==> config.mk <==
export PLATFORM = sky130hd
export DESIGN_NAME = banked_regfile
export DESIGN_NICKNAME = d
export VERILOG_FILES = /design/src/rtl/bankreg_pkg.sv /design/src/rtl/bankreg_map.sv /design/src/rtl/bankreg_vector.sv /design/src/rtl/bankreg_psr.sv /design/src/rtl/banked_regfile.sv
export SDC_FILE = /design/constraint.sdc
export NUM_CORES = 2
export LEC_CHECK = 0
export CAP_MARGIN = 40
export CORE_MARGIN = 1
export CORE_UTILIZATION = 55
export CTS_CLUSTER_SIZE = 16
export DETAILED_ROUTE_END_ITERATION = 8
export DONT_BUFFER_PORTS = 1
export GPL_ROUTABILITY_DRIVEN = 0
export PLACE_DENSITY = 0.7
export SYNTH_ARGS = -nofsm -noshare
export SYNTH_HDL_FRONTEND = slang
export SYNTH_HIERARCHICAL = 1
export SYNTH_SLANG_ARGS = --single-unit
==> constraint.sdc <==
create_clock -name clk -period 7.8 [get_ports clk]
set_clock_uncertainty 0.1 [all_clocks]
set_input_delay 1.56 -clock clk [delete_from_list [all_inputs] [get_ports clk]]
set_output_delay 1.56 -clock clk [all_outputs]
set_load 0.005 [all_outputs]
==> src/rtl/bankreg_pkg.sv <==
package bankreg_pkg;
  typedef enum logic [2:0] {
    BK_USR = 3'd0, BK_FIQ = 3'd1, BK_IRQ = 3'd2,
    BK_SVC = 3'd3, BK_ABT = 3'd4, BK_UND = 3'd5
  } bank_e;

  typedef enum logic [2:0] {
    EK_UND = 3'd0, EK_SWI = 3'd1, EK_PABT = 3'd2,
    EK_DABT = 3'd3, EK_IRQ = 3'd4, EK_FIQ = 3'd5
  } exc_kind_e;

  localparam logic [4:0] MD_USR = 5'h10;
  localparam logic [4:0] MD_FIQ = 5'h11;
  localparam logic [4:0] MD_IRQ = 5'h12;
  localparam logic [4:0] MD_SVC = 5'h13;
  localparam logic [4:0] MD_ABT = 5'h17;
  localparam logic [4:0] MD_UND = 5'h1B;
  localparam logic [4:0] MD_SYS = 5'h1F;

  localparam int BIT_I = 7;
  localparam int BIT_F = 6;
  localparam int BIT_T = 5;

  // 16 shared + 7 fast-interrupt + 4 x 2 exception-mode copies
  localparam int NPHYS  = 31;
  localparam int NSAVED = 5;

  function automatic bank_e bank_of(input logic [4:0] mode);
    case (mode)
      MD_FIQ:  return BK_FIQ;
      MD_IRQ:  return BK_IRQ;
      MD_SVC:  return BK_SVC;
      MD_ABT:  return BK_ABT;
      MD_UND:  return BK_UND;
      default: return BK_USR;
    endcase
  endfunction
endpackage

==> src/rtl/bankreg_map.sv <==
module bankreg_map
  import bankreg_pkg::*;
(
  input  bank_e      bank,
  input  logic       user_view,
  input  logic [3:0] idx,
  output logic [4:0] phys
);
  logic [3:0] lo;
  logic [4:0] base;

  always_comb begin
    lo   = 4'd13;
    base = 5'd0;
    case (bank)
      BK_FIQ: begin lo = 4'd8; base = 5'd16; end
      BK_IRQ: base = 5'd23;
      BK_SVC: base = 5'd25;
      BK_ABT: base = 5'd27;
      BK_UND: base = 5'd29;
      default: base = 5'd0;
    endcase
    if (!user_view && bank != BK_USR && idx >= lo && idx <= 4'd14)
      phys = base + {1'b0, idx - lo};
    else
      phys = {1'b0, idx};
  end
endmodule

==> src/rtl/bankreg_vector.sv <==
module bankreg_vector
  import bankreg_pkg::*;
#(
  parameter int XLEN = 32
) (
  input  exc_kind_e        kind,
  output logic [4:0]       tgt_mode,
  output logic [XLEN-1:0]  vector,
  output logic             is_fiq
);
  always_comb begin
    is_fiq = 1'b0;
    case (kind)
      EK_UND:  begin tgt_mode = MD_UND; vector = XLEN'(8'h04); end
      EK_SWI:  begin tgt_mode = MD_SVC; vector = XLEN'(8'h08); end
      EK_PABT: begin tgt_mode = MD_ABT; vector = XLEN'(8'h0C); end
      EK_DABT: begin tgt_mode = MD_ABT; vector = XLEN'(8'h10); end
      EK_IRQ:  begin tgt_mode = MD_IRQ; vector = XLEN'(8'h18); end
      EK_FIQ:  begin tgt_mode = MD_FIQ; vector = XLEN'(8'h1C); is_fiq = 1'b1; end
      default: begin tgt_mode = MD_SVC; vector = '0; end
    endcase
  end
endmodule

==> src/rtl/bankreg_psr.sv <==
module bankreg_psr
  import bankreg_pkg::*;
#(
  parameter int XLEN = 32
) (
  input  logic            clk,
  input  logic            rst_n,
  input  logic            take,
  input  logic [4:0]      tgt_mode,
  input  logic            is_fiq,
  input  logic            ret_en,
  input  logic            psr_we,
  input  logic            sel_saved,
  input  logic [1:0]      fsel,
  input  logic [XLEN-1:0] wdata,
  output logic [XLEN-1:0] cpsr,
  output logic [XLEN-1:0] spsr_cur,
  output bank_e           cur_bank
);
  logic [XLEN-1:0] cpsr_q;
  logic [XLEN-1:0] spsr_q [NSAVED];
  logic [2:0] cur_slot, tgt_slot;
  logic has_saved, priv;
  bank_e tgt_bank;

  assign cur_bank  = bank_of(cpsr_q[4:0]);
  assign tgt_bank  = bank_of(tgt_mode);
  assign cur_slot  = 3'(cur_bank) - 3'd1;
  assign tgt_slot  = 3'(tgt_bank) - 3'd1;
  assign has_saved = (cur_bank != BK_USR);
  assign priv      = has_saved || (cpsr_q[4:0] == MD_SYS);
  assign cpsr      = cpsr_q;
  assign spsr_cur  = has_saved ? spsr_q[cur_slot] : '0;

  always_ff @(posedge clk) begin
    if (!rst_n) begin
      cpsr_q <= XLEN'({1'b1, 1'b1, 1'b0, MD_SVC});
      for (int s = 0; s < NSAVED; s++) spsr_q[s] <= '0;
    end else if (take) begin
      spsr_q[tgt_slot] <= cpsr_q;
      cpsr_q[7:0] <= {1'b1, is_fiq | cpsr_q[BIT_F], 1'b0, tgt_mode};
    end else if (ret_en && has_saved) begin
      cpsr_q <= spsr_q[cur_slot];
    end else if (psr_we) begin
      if (!sel_saved) begin
        if (fsel[0] && priv) cpsr_q[7:0] <= wdata[7:0];
        if (fsel[1]) cpsr_q[XLEN-1 -: 4] <= wdata[XLEN-1 -: 4];
      end else if (has_saved) begin
        if (fsel[0]) spsr_q[cur_slot][7:0] <= wdata[7:0];
        if (fsel[1]) spsr_q[cur_slot][XLEN-1 -: 8] <= wdata[XLEN-1 -: 8];
      end
    end
  end
endmodule

==> src/rtl/banked_regfile.sv <==
module banked_regfile
  import bankreg_pkg::*;
#(
  parameter int XLEN = 32
) (
  input  logic            clk,
  input  logic            rst_n,
  input  logic [3:0]      rd_a_idx,
  output logic [XLEN-1:0] rd_a_data,
  input  logic [3:0]      rd_b_idx,
  output logic [XLEN-1:0] rd_b_data,
  input  logic            user_view,
  input  logic            wr_en,
  input  logic [3:0]      wr_idx,
  input  logic [XLEN-1:0] wr_data,
  input  logic            psr_we,
  input  logic            psr_sel_saved,
  input  logic [1:0]      psr_fsel,
  input  logic [XLEN-1:0] psr_wdata,
  input  logic            ret_en,
  input  logic            exc_valid,
  input  logic [1:0]      exc_code,
  input  logic            irq_req,
  input  logic            fiq_req,
  output logic            exc_taken,
  output logic [2:0]      exc_kind,
  output logic [XLEN-1:0] cpsr_o,
  output logic [XLEN-1:0] spsr_o,
  output logic [XLEN-1:0] pc_o
);
  localparam int NPORT = 4;  // read A, read B, write, link target
  localparam int PC_IX = 15;
  localparam int LR_IX = 14;

  logic [XLEN-1:0] gpr_q [NPHYS];
  logic fiq_go, irq_go;
  exc_kind_e kind;
  logic [4:0] tgt_mode;
  logic [XLEN-1:0] vector;
  logic is_fiq;
  bank_e cur_bank;

  assign fiq_go    = fiq_req && !cpsr_o[BIT_F];
  assign irq_go    = irq_req && !cpsr_o[BIT_I];
  assign exc_taken = fiq_go || irq_go || exc_valid;
  assign kind      = fiq_go ? EK_FIQ : irq_go ? EK_IRQ : exc_kind_e'({1'b0, exc_code});
  assign exc_kind  = kind;

  bankreg_vector #(.XLEN(XLEN)) u_vec (
    .kind(kind), .tgt_mode(tgt_mode), .vector(vector), .is_fiq(is_fiq)
  );

  bankreg_psr #(.XLEN(XLEN)) u_psr (
    .clk(clk), .rst_n(rst_n), .take(exc_taken), .tgt_mode(tgt_mode),
    .is_fiq(is_fiq), .ret_en(ret_en), .psr_we(psr_we),
    .sel_saved(psr_sel_saved), .fsel(psr_fsel), .wdata(psr_wdata),
    .cpsr(cpsr_o), .spsr_cur(spsr_o), .cur_bank(cur_bank)
  );

  logic [3:0] m_idx  [NPORT];
  logic       m_uv   [NPORT];
  bank_e      m_bank [NPORT];
  logic [4:0] m_phys [NPORT];

  assign m_idx[0] = rd_a_idx;  assign m_uv[0] = user_view; assign m_bank[0] = cur_bank;
  assign m_idx[1] = rd_b_idx;  assign m_uv[1] = user_view; assign m_bank[1] = cur_bank;
  assign m_idx[2] = wr_idx;    assign m_uv[2] = user_view; assign m_bank[2] = cur_bank;
  assign m_idx[3] = 4'(LR_IX); assign m_uv[3] = 1'b0;      assign m_bank[3] = bank_of(tgt_mode);

  for (genvar p = 0; p < NPORT; p++) begin : g_map
    bankreg_map u_map (
      .bank(m_bank[p]), .user_view(m_uv[p]), .idx(m_idx[p]), .phys(m_phys[p])
    );
  end

  always_ff @(posedge clk) begin
    if (!rst_n) begin
      for (int r = 0; r < NPHYS; r++) gpr_q[r] <= '0;
    end else if (exc_taken) begin
      gpr_q[m_phys[3]] <= gpr_q[PC_IX] + XLEN'(4);
      gpr_q[PC_IX]     <= vector;
    end else if (wr_en) begin
      gpr_q[m_phys[2]] <= wr_data;
    end
  end

  assign rd_a_data = gpr_q[m_phys[0]];
  assign rd_b_data = gpr_q[m_phys[1]];
  assign pc_o      = gpr_q[PC_IX];
endmodule

---- Word-level counts from Yosys, hierarchy flattened ----
Memories as Yosys holds them, arrays and structs flattened.
Index checks and enable logic that the tools add are counted.
storage, ports and cells
  flip-flop bits (word level) ............. 32
  memory bits (writable) .................. 1152
  output and inout port bits .............. 164
  logic and storage cells ................. 154
  memories kept ........................... 2
operators by class
  $add $sub $neg .......................... 11
  magnitude comparators ................... 7
  equality and inequality tests ........... 28
  multiplexer cells ....................... 62
  bitwise gates (word level) .............. 4
  reduce and logical (&&, ||, !) cells .... 36
memories
  name          depth  width  rd ports  clocked after memory_dff  wr ports  RTL line              RTL
  gpr_q         31     32     3         0                         31        banked_regfile.sv:35  logic [XLEN-1:0] gpr_q [NPHYS];
  u_psr.spsr_q  5      32     1         0                         5         bankreg_psr.sv:21     logic [XLEN-1:0] spsr_q [NSAVED];
operator list
  kind                                                              count
  32-bit 2-to-1 mux                                                 6
  32-bit OR reduction                                               4
  5-bit == test (second input constant)                             11
  5-bit case mux with 5 select lines                                2
  32-bit by 3-bit adder with 32-bit output (second input constant)  1
  8-bit 2-to-1 mux                                                  4
  5-bit 2-to-1 mux                                                  6
  3-bit case mux with 5 select lines                                2
  5-bit case mux with 6 select lines                                1
  1-bit 2-to-1 mux                                                  28
  3-bit 2-to-1 mux                                                  7
  5-bit by 4-bit adder with 5-bit output                            4
  3-bit by 2-bit == test with 1-bit output (second input constant)  6
  3-bit == test (second input constant)                             6
  4-bit 2-to-1 mux                                                  4
  4-bit case mux with 4 select lines                                1
  4-bit >= comparator                                               3
  4-bit <= comparator (second input constant)                       3
  1-bit logical AND                                                 12
  3-bit nonzero test                                                4
  4-bit subtractor                                                  3
  3-bit by 1-bit == test with 1-bit output (second input constant)  3
  7-bit 2-to-1 mux                                                  1
  3-bit AND reduction                                               2
  other kinds (14)                                                  24

---- Logic depth before layout (Yosys ltp) ----
  depth after elaboration ................. 16
  mapped depth ............................ 27
  depth with buffers taken out ............ 22

---- By module ----
Netlist, hierarchy kept.
by module, submodules not included
  module          times used  cells an instance  area an instance (um2)
  banked_regfile  1           3681               53139.7
  bankreg_psr     1           979                13304.0
  bankreg_map     4           53                 465.4
  bankreg_vector  1           42                 296.5

---- Worst setup path after synthesis ----
Ideal clock, no wire load.
  kind .................................... input port to flip-flop
  start point ............................. input port fiq_req
  end point ............................... memory gpr_q[15][0], enable pin
  library setup time ...................... 0.561 ns
  arrival ................................. 7.386 ns
  data required time ...................... 7.139 ns
  path slack .............................. -0.247 ns
  stages .................................. 23
  path buffers ............................ 4
  cell sequence ........................... nand2b_1 clkbuf_1 nand2_1 nor3_1 xnor2_1 nor3b_1 nand2b_1 nand2b_4 inv_1 ha_1 xnor2_1 ha_1 nor2b_1 o21a_1 a211o_1 a21oi_1 clkbuf_1 and3b_1 mux2_2 nand2_1 clkbuf_1 clkbuf_1 nand3_1
RTL lines
  item             RTL line              RTL
  start, declared  banked_regfile.sv:24  input logic fiq_req,
  end, declared    banked_regfile.sv:35

==> results.json <==
{
  "placed_cell_area_sq_mm": 0.0723,
  "finalCritPeriodShare_pct": 99.2,
  "syn_area_per_cell_sq_um": 14.0,
  "synth_flop_cell": "edfxtp_1",
  "p_int_mw": 16.9,
  "grt_use_total_pct": 34.0,
  "start_util_pct": 55.5,
  "grt-ovfl-total": 0,
  "synth_edf_count": 1280,
  "crit_fanout": 18,
  "io_buffers": 0,
  "die_area_sq_mm": 0.126,
  "synthAdderAreaFrac_pct": 0.773,
  "placementRows": 129,
  "cts_tree": "done",
  "yosys.area.top_type_share_pct": 56.0,
  "synth.area.mux_share_pct": 22.0,
  "cap_violations": 0,
  "worst_slew_pin_slew_ns": 0.977,
  "cp.required_ns": 6.14,
  "drc_errors": 0,
  "yosys.area_share.simple_pct": 10.4,
  "synth_warnings": 6,
  "ys_seq_area_share_pct": 57.0,
  "insertion_delay_ns": 0.79,
  "path_buf_inv": 4,
  "outcome": "finished, final reports clean",
  "relSlewSlack_pct": 34.3,
  "grt_pass1_wl_um": 307000,
  "worst_setup_path_end_kind": "output pin",
  "synth_cell_types": 95,
  "critPathMaxStageDelay_ns": 0.62,
  "drtPass1Iterations": 9,
  "antenna_found_initial": 13,
  "clkPwrFrac_pct": 23.0,
  "ctsHoldBuffers": 0,
  "grt_pass1_vias": 45700,
  "rsz0062_at_grt": "no",
  "ir_drop_uv": 273,
  "final.min_clock_period_ns": 7.74,
  "final.setup.tns_ns": 0,
  "htreeDepth": 4,
  "synthToLayoutAreaGrowth_pct": 12.1,
  "die_y_um": 355,
  "yosys.area.top_type": "edfxtp_1",
  "mostFrequentLayoutCell": "edfxtp_1",
  "synth_compound_area_share_pct": 5.75,
  "final_cell_mix": "edfxtp_1 (1280), nor2_1 (1105), mux4_2 (575), buf_4 (213), mux2i_1 (172)",
  "cp-start-kind": "flop",
  "synth_top_family_by_area": "multiplexers",
  "hpwl_um": 136000,
  "power.share.switching_pct": 38.6,
  "clk_pin_slew_ns": 0.06,
  "criticalPathCategory": "reg2out",
  "cts-buffers-inserted": 139,
  "p_comb_share_pct": 45.3,
  "die_w_um": 355,
  "grt_max_degree": 88,
  "ys_async_sr_fraction_pct": 0,
  "nFillCells": 9011,
  "fin_nets": 5031,
  "yosys-top-cells-area": "edfxtp_1 (56%), mux4_2 (19%), nor2_1 (6.1%), mux2i_1 (2.8%), clkbuf_1 (1.8%)",
  "wirelength_um": 216000,
  "power.density_mw_per_mm2": 358,
  "yosys_register_bits": 1312,
  "wl_per_cell_um": 32.5,
  "core_sq_mm": 0.124,
  "maxSlewViolCount": 0,
  "cts_max_path_buffers": 3,
  "drtIter0Drc": 7283,
  "cp_common_cell": "ha_1",
  "total_leakage_power_nw": 27.3,
  "ant_nets": 0,
  "multi_input_area_sq_mm": 0.0279,
  "syn_inst": 4914,
  "p_seq_share_pct": 31.6,
  "crit_arrival_ns": 6.08,
  "netlist_area_sq_mm": 0.0686,
  "vias_per_cell": 6.94,
  "hold_path.class": "reg2reg",
  "crit_path_top_delay_cell": "a31oi_1",
  "max_freq_mhz": 129,
  "synth_xor_area_share_pct": 0.472,
  "power.switching_mw": 10.6,
  "path_delay_family": "compound AO/OA/AOI/OAI gates",
  "stdcell_area_sq_mm": 0.0769,
  "hold_viol_final": 0,
  "cts_sinks": 1312,
  "io_pins": 254,
  "path_cells": "and3_1 > nand2_1 > clkinvlp_4 > nand2b_1 > nand2b_4 > ha_1 > ha_1 > inv_1 > ha_1 > a21o_1 > a21oi_1 > xnor2_2 > o21a_4 > buf_4 > nor2_4 > buf_4 > a22oi_1 > a31oi_1",
  "seqCellArea_sq_mm": 0.0391,
  "cts-root-buf": "clkbuf_16",
  "via_count": 46200,
  "setup_viol": 0,
  "final_layout_size_suffix_gt1_share_pct": 25.3
}
[worst register-to-register path, cell delays in order, from the launching register on]
cell and delay, ns:
dfxtp_1 0.52, nand2b_1 0.17, buf_4 0.21, nand2_1 0.23, nor3_1 0.48, xnor2_1 0.14, nor3b_1 0.22, buf_4 0.17
nand2b_1 0.12, nand2b_4 0.15, inv_1 0.05, ha_1 0.35, xnor2_1 0.10, ha_1 0.32, nor2b_1 0.14, o21a_1 0.18
a211o_1 0.28, a21oi_1 0.21, and3b_1 0.23, a311oi_1 0.26, o21a_1 0.50, nand2_2 0.11, nand2_2 0.55, buf_4 0.35
[final timing paths]
check,slack [ns],endpoint,cells past startpoint,from
worst min register to register,0.45,u_psr/cpsr[30],2,u_psr/cpsr[30]
worst min-delay path,0.45,u_psr/cpsr[30],2,u_psr/cpsr[30]
worst max-delay path,0.06,rd_b_data[2],18,u_psr/cpsr[0]
worst max register to register,1.33,gpr_q[23][11],23,u_psr/cpsr[6]
[power by group through the flow]
stage          Combinational, mW  Clock [mW]  Sequential (mW)
3_5_place_dp                11.9           0             8.84
4_1_cts                     12.0        6.36             8.70
6_report                    12.5        6.34             8.71
5_1_grt                     13.0        6.62             8.76
2_1_floorplan               7.93           0             8.66
3_3_place_gp                11.6           0             8.80
[layout make-up]
class	instances	area share, %
clock inverters	69	0.669
flip-flops and latches	1312	50.8
diodes	11	0.0358
repair buffers	294	4.18
clock buffers	184	4.88
well taps	1637	2.66
inverters	84	0.418
multi-input cells	3070	36.3
[registers in the layout, indices dropped and copies added (netlist names)]
signal        cells
u_psr/cpsr       32
u_psr/spsr_q    256
gpr_q          1024
[cell families after synthesis]
family          after synthesis
simple gates               1630
mux                         780
other cells                   4
flops                      1312
fa+ha+maj                    40
compound gates              535
xor+xnor                     37
buf+inv                     576
[metrics by stage]
stage                     utilization [%]  setup WS, ns  power [mW]  cells  hold slack [ns]
after global routing                 62.2       0.00860        28.3   6661            0.471
after detailed placement             58.5         0.462        20.8   6373            0.434
after floorplan                         -         0.101        16.6   4955            0.386
after CTS                            62.0        0.0253        27.0   6626            0.443
after global placement               57.9         0.505        20.4   6331            0.418
final                                62.2        0.0602        27.5   6661            0.447
[synthesized netlist by cell type, drive strengths merged, types with 13 or more instances]
master   instances
edfxtp        1280
nor2          1111
mux4           576
clkbuf         334
nand2          205
mux2i          190
buf            158
a22oi          146
inv             84
o21ai           80
nor3            76
a31oi           71
a22o            64
a21oi           63
and2            39
ha              36
xnor2           33
dfxtp           32
nor2b           32
and3            29
nand2b          25
nand3           25
nor4            18
a2bb2oi         16
nand4           15
mux2            14
o21a            13
[metal layers]
| metal | vias up | global-route usage, % | routed length (um) |
|---|---|---|---|
| li1 | 18800 | - | - |
| met1 | 23300 | 44.7 | 73500 |
| met2 | 3522 | 52.7 | 101000 |
| met3 | 545 | 11.1 | 33300 |
| met4 | 8 | 13.3 | 8670 |
| met5 | - | 0 | 51 |
[timing repair]
action                     in CTS  in global routing
setup endpoints to repair       0                 44
setup buffers                   0                 18
gates resized for setup         0                  5
Power figures use the tool's default switching activity.
